--- config.mk ---
export PLATFORM = sky130hd
export DESIGN_NAME = addr_region_mapper
export DESIGN_NICKNAME = d
export VERILOG_FILES = /design/src/rtl/mapper_pkg.sv /design/src/rtl/coarse_attr_table.sv /design/src/rtl/fine_attr_table.sv /design/src/rtl/attr_resolve.sv /design/src/rtl/addr_region_mapper.sv
export SDC_FILE = /design/constraint.sdc
export NUM_CORES = 2
export LEC_CHECK = 0
export ABC_CLOCK_PERIOD_IN_PS = 3930
export BUFFER_PORTS_ARGS = -buffer_cell sky130_fd_sc_hd__buf_2
export CORE_MARGIN = 1.5
export CORE_UTILIZATION = 33
export CTS_BUF_LIST = sky130_fd_sc_hd__clkbuf_8
export CTS_CLUSTER_DIAMETER = 100
export CTS_CLUSTER_SIZE = 10
export DETAILED_ROUTE_END_ITERATION = 8
export HOLD_SLACK_MARGIN = 0.12
export PLACE_DENSITY_LB_ADDON = 0.05
export SYNTH_ARGS = -nofsm -noshare
export SYNTH_HDL_FRONTEND = slang
export SYNTH_SLANG_ARGS = --single-unit
export TNS_END_PERCENT = 50
--- constraint.sdc ---
create_clock -name clk -period 3.93 [get_ports clk]
set_input_delay 0.5895 -clock clk [delete_from_list [all_inputs] [get_ports clk]]
set_output_delay 0.5895 -clock clk [all_outputs]
set_load 0.005 [all_outputs]
--- src/rtl/mapper_pkg.sv ---
package mapper_pkg;

   // attribute flags carried by one coarse table entry (LSB first in storage)
   typedef struct packed {
      logic brk_map;
      logic data_map;
      logic flag_map;
      logic ack;
      logic protect;
      logic intern;
   } attr_flags_t;

   localparam int FLAG_BITS = $bits(attr_flags_t);

   // fine entry bit positions
   localparam int FINE_INTERN_BIT   = 0;
   localparam int FINE_PROTECT_BIT  = 1;
   localparam int FINE_OVERRIDE_BIT = 2;
   localparam int FINE_ENT_W        = 3;

endpackage

--- src/rtl/coarse_attr_table.sv ---
module coarse_attr_table
   import mapper_pkg::*;
#(
   parameter int BLK_W   = 4,
   parameter int CLS_W   = 2,
   parameter int NUM_CLS = 4,
   parameter int WAIT_W  = 5,
   localparam int IDX_W  = CLS_W + BLK_W,
   localparam int ENT_W  = FLAG_BITS + WAIT_W
) (
   input  logic               clk,
   input  logic               rst_n,
   input  logic               wr_en,
   input  logic [IDX_W-1:0]   wr_idx,
   input  logic [ENT_W-1:0]   wr_data,
   input  logic [CLS_W-1:0]   rd_class,
   input  logic [BLK_W-1:0]   rd_block,
   output attr_flags_t        rd_flags,
   output logic [WAIT_W-1:0]  rd_wait
);

   localparam int ENTRIES = NUM_CLS * (2 ** BLK_W);

   logic [ENT_W-1:0] tbl [ENTRIES];
   logic [IDX_W-1:0] rd_idx;
   logic [ENT_W-1:0] rd_ent;

   always_ff @(posedge clk) begin
      if (!rst_n) begin
         for (int i = 0; i < ENTRIES; i++) tbl[i] <= '0;
      end else if (wr_en && (int'(wr_idx) < ENTRIES)) begin
         tbl[wr_idx] <= wr_data;
      end
   end

   assign rd_idx = {rd_class, rd_block};

   always_comb begin
      if (int'(rd_idx) < ENTRIES) rd_ent = tbl[rd_idx];
      else                        rd_ent = '0;
   end

   assign rd_flags = attr_flags_t'(rd_ent[FLAG_BITS-1:0]);
   assign rd_wait  = rd_ent[ENT_W-1:FLAG_BITS];

endmodule

--- src/rtl/fine_attr_table.sv ---
module fine_attr_table
   import mapper_pkg::*;
#(
   parameter int                ADDR_W    = 16,
   parameter int                FINE_W    = 8,
   parameter logic [ADDR_W-1:0] FINE_BASE = 16'h0100
) (
   input  logic                  clk,
   input  logic                  rst_n,
   input  logic                  wr_en,
   input  logic [FINE_W-1:0]     wr_idx,
   input  logic [FINE_ENT_W-1:0] wr_data,
   input  logic [ADDR_W-1:0]     rd_addr,
   output logic                  hit,
   output logic                  intern,
   output logic                  protect
);

   localparam int DEPTH = 2 ** FINE_W;

   logic [FINE_ENT_W-1:0] tbl [DEPTH];
   logic [FINE_ENT_W-1:0] ent;
   logic                  in_window;

   always_ff @(posedge clk) begin
      if (!rst_n) begin
         for (int i = 0; i < DEPTH; i++) tbl[i] <= '0;
      end else if (wr_en) begin
         tbl[wr_idx] <= wr_data;
      end
   end

   assign in_window = (rd_addr[ADDR_W-1:FINE_W] == FINE_BASE[ADDR_W-1:FINE_W]);
   assign ent       = tbl[rd_addr[FINE_W-1:0]];
   assign hit       = in_window && ent[FINE_OVERRIDE_BIT];
   assign intern    = ent[FINE_INTERN_BIT];
   assign protect   = ent[FINE_PROTECT_BIT];

endmodule

--- src/rtl/attr_resolve.sv ---
module attr_resolve
   import mapper_pkg::*;
#(
   parameter int WAIT_W = 5
) (
   input  logic              clk,
   input  logic              rst_n,
   input  logic              lk_valid,
   input  logic              lk_write,
   input  attr_flags_t       c_flags,
   input  logic [WAIT_W-1:0] c_wait,
   input  logic              f_hit,
   input  logic              f_intern,
   input  logic              f_protect,
   output logic              out_valid,
   output logic              int_sel,
   output logic              wr_protect,
   output logic              ack_req,
   output logic [WAIT_W-1:0] wait_cnt,
   output logic              data_en,
   output logic              break_en,
   output logic              flag_en,
   output logic              emu_wr_en
);

   logic eff_intern, eff_protect, rom_like;

   assign eff_intern  = f_hit ? f_intern  : c_flags.intern;
   assign eff_protect = f_hit ? f_protect : c_flags.protect;
   assign rom_like    = eff_intern && eff_protect;

   always_ff @(posedge clk) begin
      if (!rst_n) begin
         out_valid  <= 1'b0;
         int_sel    <= 1'b0;
         wr_protect <= 1'b0;
         ack_req    <= 1'b0;
         wait_cnt   <= '0;
         data_en    <= 1'b0;
         break_en   <= 1'b0;
         flag_en    <= 1'b0;
         emu_wr_en  <= 1'b0;
      end else begin
         out_valid  <= lk_valid;
         int_sel    <= lk_valid && eff_intern && c_flags.data_map;
         wr_protect <= lk_valid && eff_protect;
         ack_req    <= lk_valid && c_flags.ack;
         wait_cnt   <= lk_valid ? c_wait : '0;
         data_en    <= lk_valid && c_flags.data_map;
         break_en   <= lk_valid && c_flags.brk_map;
         flag_en    <= lk_valid && c_flags.flag_map;
         emu_wr_en  <= lk_valid && lk_write && c_flags.data_map && !rom_like;
      end
   end

endmodule

--- src/rtl/addr_region_mapper.sv ---
module addr_region_mapper
   import mapper_pkg::*;
#(
   parameter int                ADDR_W      = 16,
   parameter int                BLOCK_BITS  = 12,
   parameter int                NUM_CLASSES = 4,
   parameter int                WAIT_W      = 5,
   parameter bit                FINE_EN     = 1'b1,
   parameter int                FINE_W      = 8,
   parameter logic [ADDR_W-1:0] FINE_BASE   = 16'h0100,
   localparam int CLS_W = $clog2(NUM_CLASSES),
   localparam int BLK_W = ADDR_W - BLOCK_BITS,
   localparam int IDX_W = CLS_W + BLK_W,
   localparam int HA_W  = (IDX_W > FINE_W) ? IDX_W : FINE_W,
   localparam int HD_W  = FLAG_BITS + WAIT_W
) (
   input  logic              clk,
   input  logic              rst_n,
   input  logic              cpu_valid,
   input  logic [ADDR_W-1:0] cpu_addr,
   input  logic [CLS_W-1:0]  cpu_class,
   input  logic              cpu_write,
   input  logic              host_we,
   input  logic              host_sel,
   input  logic [HA_W-1:0]   host_addr,
   input  logic [HD_W-1:0]   host_wdata,
   output logic              out_valid,
   output logic              int_sel,
   output logic              wr_protect,
   output logic              ack_req,
   output logic [WAIT_W-1:0] wait_cnt,
   output logic              data_en,
   output logic              break_en,
   output logic              flag_en,
   output logic              emu_wr_en
);

   // elaboration-time parameter checks
   if (NUM_CLASSES < 2)            begin : g_chk_cls  $error("NUM_CLASSES must be at least 2"); end
   if (BLOCK_BITS >= ADDR_W)       begin : g_chk_blk  $error("BLOCK_BITS must be below ADDR_W"); end
   if (WAIT_W < 1)                 begin : g_chk_wait $error("WAIT_W must be positive"); end
   if (FINE_EN && FINE_W > BLOCK_BITS) begin : g_chk_fine $error("fine window must fit in one block"); end

   attr_flags_t       c_flags;
   logic [WAIT_W-1:0] c_wait;
   logic              f_hit, f_intern, f_protect;

   coarse_attr_table #(
      .BLK_W   (BLK_W),
      .CLS_W   (CLS_W),
      .NUM_CLS (NUM_CLASSES),
      .WAIT_W  (WAIT_W)
   ) i_coarse (
      .clk      (clk),
      .rst_n    (rst_n),
      .wr_en    (host_we && !host_sel),
      .wr_idx   (host_addr[IDX_W-1:0]),
      .wr_data  (host_wdata),
      .rd_class (cpu_class),
      .rd_block (cpu_addr[ADDR_W-1:BLOCK_BITS]),
      .rd_flags (c_flags),
      .rd_wait  (c_wait)
   );

   if (FINE_EN) begin : g_fine
      fine_attr_table #(
         .ADDR_W    (ADDR_W),
         .FINE_W    (FINE_W),
         .FINE_BASE (FINE_BASE)
      ) i_fine (
         .clk     (clk),
         .rst_n   (rst_n),
         .wr_en   (host_we && host_sel),
         .wr_idx  (host_addr[FINE_W-1:0]),
         .wr_data (host_wdata[FINE_ENT_W-1:0]),
         .rd_addr (cpu_addr),
         .hit     (f_hit),
         .intern  (f_intern),
         .protect (f_protect)
      );
   end else begin : g_no_fine
      assign f_hit     = 1'b0;
      assign f_intern  = 1'b0;
      assign f_protect = 1'b0;
   end

   attr_resolve #(.WAIT_W(WAIT_W)) i_resolve (
      .clk        (clk),
      .rst_n      (rst_n),
      .lk_valid   (cpu_valid),
      .lk_write   (cpu_write),
      .c_flags    (c_flags),
      .c_wait     (c_wait),
      .f_hit      (f_hit),
      .f_intern   (f_intern),
      .f_protect  (f_protect),
      .out_valid  (out_valid),
      .int_sel    (int_sel),
      .wr_protect (wr_protect),
      .ack_req    (ack_req),
      .wait_cnt   (wait_cnt),
      .data_en    (data_en),
      .break_en   (break_en),
      .flag_en    (flag_en),
      .emu_wr_en  (emu_wr_en)
   );

endmodule

==> impl_metrics.csv <==
group,metric,value,unit
route,detail_route.wl_per_cell,29.2,microns
run,max_cap_viol_count,0,
clock_network,htreeDepth,4,
worst_setup_path,crit_path_max_fanout,31,
floorplanning,die_w,457,microns
clock_network,insertion_delay,0.94,ns
worst_setup_path,crit_type,"in -> reg",
run_status,status,"finished, final reports clean",
worst_setup_path,rr_worst_depth,8,
min_path,hold_start,"cpu_class[1]",
layout,regArea,44500,sq um
synth,netlist.top_cell.by_area,"edfxtp_1",
min_path,holdPathEnd,"i_resolve.wait_cnt[2]",
sta,setup_violations,0,
min_path,hp-class,"in -> reg",
synth,synth_common_cells,"edfxtp_1, nor2_1, and2_1, clkbuf_1, mux4_2",
synth,synth_top_family_by_area,"multiplexers",
pwr,vdd_drop_max,0.352,mV
synth,synth_xor_area_share,0,%
grt,grt_pass1_vias,40700,
pwr,total_power,0.0310,W
pwr,swShare,25.2,%
clock_network,cts-root-buf,"clkbuf_8",
clock_network,cts_tree,"done",
min_path,min_path_cells,2,
route,wl,223000,microns
synth,synth-simple-area-share,12.9,%
grt,antenna_found_initial,10,
placement,dpl_cell_area,72900,sq um
pwr,seqPwrFrac,59.4,%
pwr,p_leak,24.5,nW
synth,synth_compound_area_share,4.09,%
route,first_pass_iters,5,
placement,port_buffers,55,
floorplanning,design.portCount,56,
synth,yosysWarnings,0,
route,num_vias,39800,
layout,fin_nets,4928,
route,drcViolationCount,0,
sta,fmax,338,MHz
worst_setup_path,arrival,3.80,ns
floorplanning,dieArea,209000,sq um
placement,dp_hpwl,151000,microns
floorplanning,initial_utilization,33.2,%
synth,synth_adder_area_share,0,%
sta,fin_skew,0.0398,ns
sta,tns,0,ns
placement,post-place-cells,7402,
clock_network,numCtsBuffers,166,
layout,fillers,19400,
clock_network,post-cts-setup-buffers,0,
worst_setup_path,timing.rr.start,"g_fine.i_fine.tbl[41][2]",
synth,syn_area,67900,sq um
sta,layout_worst_path_cycle_share,75.4,%
floorplanning,core-area,205000,sq um
synth,synth_cell_types,63,
pwr,power_frac_clock,31.4,%
grt,grt-ovfl-total,0,
synth,netlist_top_cells_area,"edfxtp_1, mux4_2, and2_1, nor2_1, o21ai_0",
floorplanning,rows,166,
synth,synthArstFlopShare,0,%
grt,grt_pass1_wl,319000,microns
synth,synth_top_area_share,65.1,%
sta,slew_headroom,23.4,%
synth,synth_ff_type,"edfxtp_1",
pwr,powerDensity,411,nW/um^2
sta,period_needed,2.96,ns
worst_setup_path,start_kind,"input port",
synth,synth_edf_count,1472,
synth,synthMostInstantiatedCell,"edfxtp_1",
grt,grtUsageTotal,21.3,%
synth,netlist_instances,4773,
worst_setup_path,worstPathRequired,4.77,ns
sta,worstMarginPinSlew,1.13,ns
synth,synth_nets,4816,
route,first_iter_violations,3666,
floorplanning,die_height,457,microns
pwr,pwr-share-comb,9.2,%
pwr,p_int,0.0232,W
synth,synth-seq-cells,1485,
route,drtAntennaViolNets,0,
layout,areaGrowthSynthToFinish,11.1,%
sta,hold_viol,0,
pwr,p_sw,0.00782,W
sta,drv_slew,0,
layout,fin_area,75400,sq um
layout,final_layout_size_suffix_gt1_share,20.8,%
sta,whs,0.278,ns
grt,grt_max_degree,113,
placement,gp_congestion,0.806,
clock_network,clk_path_buf_depth,3,
clock_network,clk_pin_slew_worst_paths,0.08,ns
worst_setup_path,r2r_end,"i_resolve.emu_wr_en",
worst_setup_path,endpoint_kind,"flop",
sta,rsz0062_at_grt,"false",
worst_setup_path,reg2reg_slack,1.08,ns
route,viasPerCell,5.23,
clock_network,clock-sinks,1485,
layout,multi_input_area,21400,sq um
layout,fin_cells,7619,
synth,syn_avg_cell_area,14.2,sq um
synth,muxShareOfSynthArea,14.3,%
synth,synth.yosys.seq_area_share,65.5,%
[sequential cells by signal, summed over array words and instances (netlist names)]
name / flops
g_fine.i_fine.tbl: 768
i_coarse.tbl: 704
i_resolve.wait_cnt: 5
i_resolve.ack_req: 1
i_resolve.break_en: 1
i_resolve.data_en: 1
i_resolve.emu_wr_en: 1
i_resolve.flag_en: 1
i_resolve.int_sel: 1
i_resolve.out_valid: 1
i_resolve.wr_protect: 1
[how the worst max path moves through the flow]
stage	from	cells past startpoint	endpoint	slack, ns
after floorplan	cpu_addr[12]	9	i_resolve.ack_req	0.91
after global placement	cpu_addr[0]	13	i_resolve.emu_wr_en	0.04
after detailed placement	cpu_addr[0]	13	i_resolve.emu_wr_en	0.06
after CTS	g_fine.i_fine.tbl[61][2]	8	i_resolve.emu_wr_en	1.08
after global routing	cpu_addr[0]	13	i_resolve.emu_wr_en	0.79
final	cpu_addr[0]	13	i_resolve.emu_wr_en	0.97
[worst max-delay path, cell delays in order]
cell and delay, ns:
buf_8 0.26, buf_12 0.31, buf_4 0.33, mux2i_1 0.12, o221ai_1 0.22, a21oi_1 0.06, a2111oi_0 0.72, buf_4 0.23
o2111ai_1 0.12, o32ai_2 0.22, o41ai_2 0.17, buf_4 0.18, o21ba_1 0.18
[power groups by stage]
stage          logic [W]  clock network, W  registers (W)
2_1_floorplan    0.00166                 0         0.0186
3_3_place_gp     0.00292                 0         0.0188
3_5_place_dp     0.00292                 0         0.0188
4_1_cts          0.00293            0.0101         0.0184
5_1_grt          0.00303            0.0106         0.0185
6_report         0.00286           0.00971         0.0184
[cell type report]
class,instances,area share (%)
multi-input combinational,2789,28.4
timing repair buffer,435,4.82
clock buffer,171,3.12
sequential,1485,58.9
inverter,8,0.0398
antenna,7,0.0232
clock inverter,36,0.237
tap,2688,4.46
[per-layer routing]
| metal | routed length (microns) | track usage [%] | vias to the layer above |
|---|---|---|---|
| li1 | - | - | 17600 |
| met1 | 97800 | 28.8 | 20900 |
| met2 | 111000 | 36.4 | 984 |
| met3 | 9110 | 2.64 | 264 |
| met4 | 4910 | 5.10 | 4 |
| met5 | 24 | 0 | - |
[stage by stage]
stage	util, %	worst slack (ns)
3_3_place_gp	35.6	0.0385
6_report	36.9	0.967
3_5_place_dp	35.6	0.0554
4_1_cts	36.9	1.08
2_1_floorplan	-	0.911
5_1_grt	36.9	0.793
[logic make-up after synthesis]
logic type             after synthesis
flip-flops                        1485
buffers and inverters              499
AND/OR/NAND/NOR                   1812
multiplexers                       497
AO/OA/AOI/OAI                      480
[cell usage in the layout, fill, tap and decap left out, drive strengths merged, types with 4 or more instances in the layout]
master	n
clkinvlp	7
and2	706
mux4	375
mux2	17
dfxtp	13
and3	4
nor3b	4
nor2	873
nand4	4
a211oi	23
o211ai	7
o2111ai	5
buf	431
edfxtp	1472
a221oi	22
nand2b	12
nand2	144
a22oi	18
nand3	22
clkbuf	172
diode	7
nor2b	21
a31oi	4
nor3	9
o21ai	341
mux2i	105
a21oi	21
o22ai	6
or2	4
o221ai	9
inv	36
[what timing repair did]
| action | 4_1_cts | 5_1_grt |
|---|---|---|
| hold endpoints to repair | 24 | 0 |
| gates resized for setup | 0 | 0 |
| hold buffers | 3 | 0 |
Note: power is estimated with default switching activity, not from simulation.
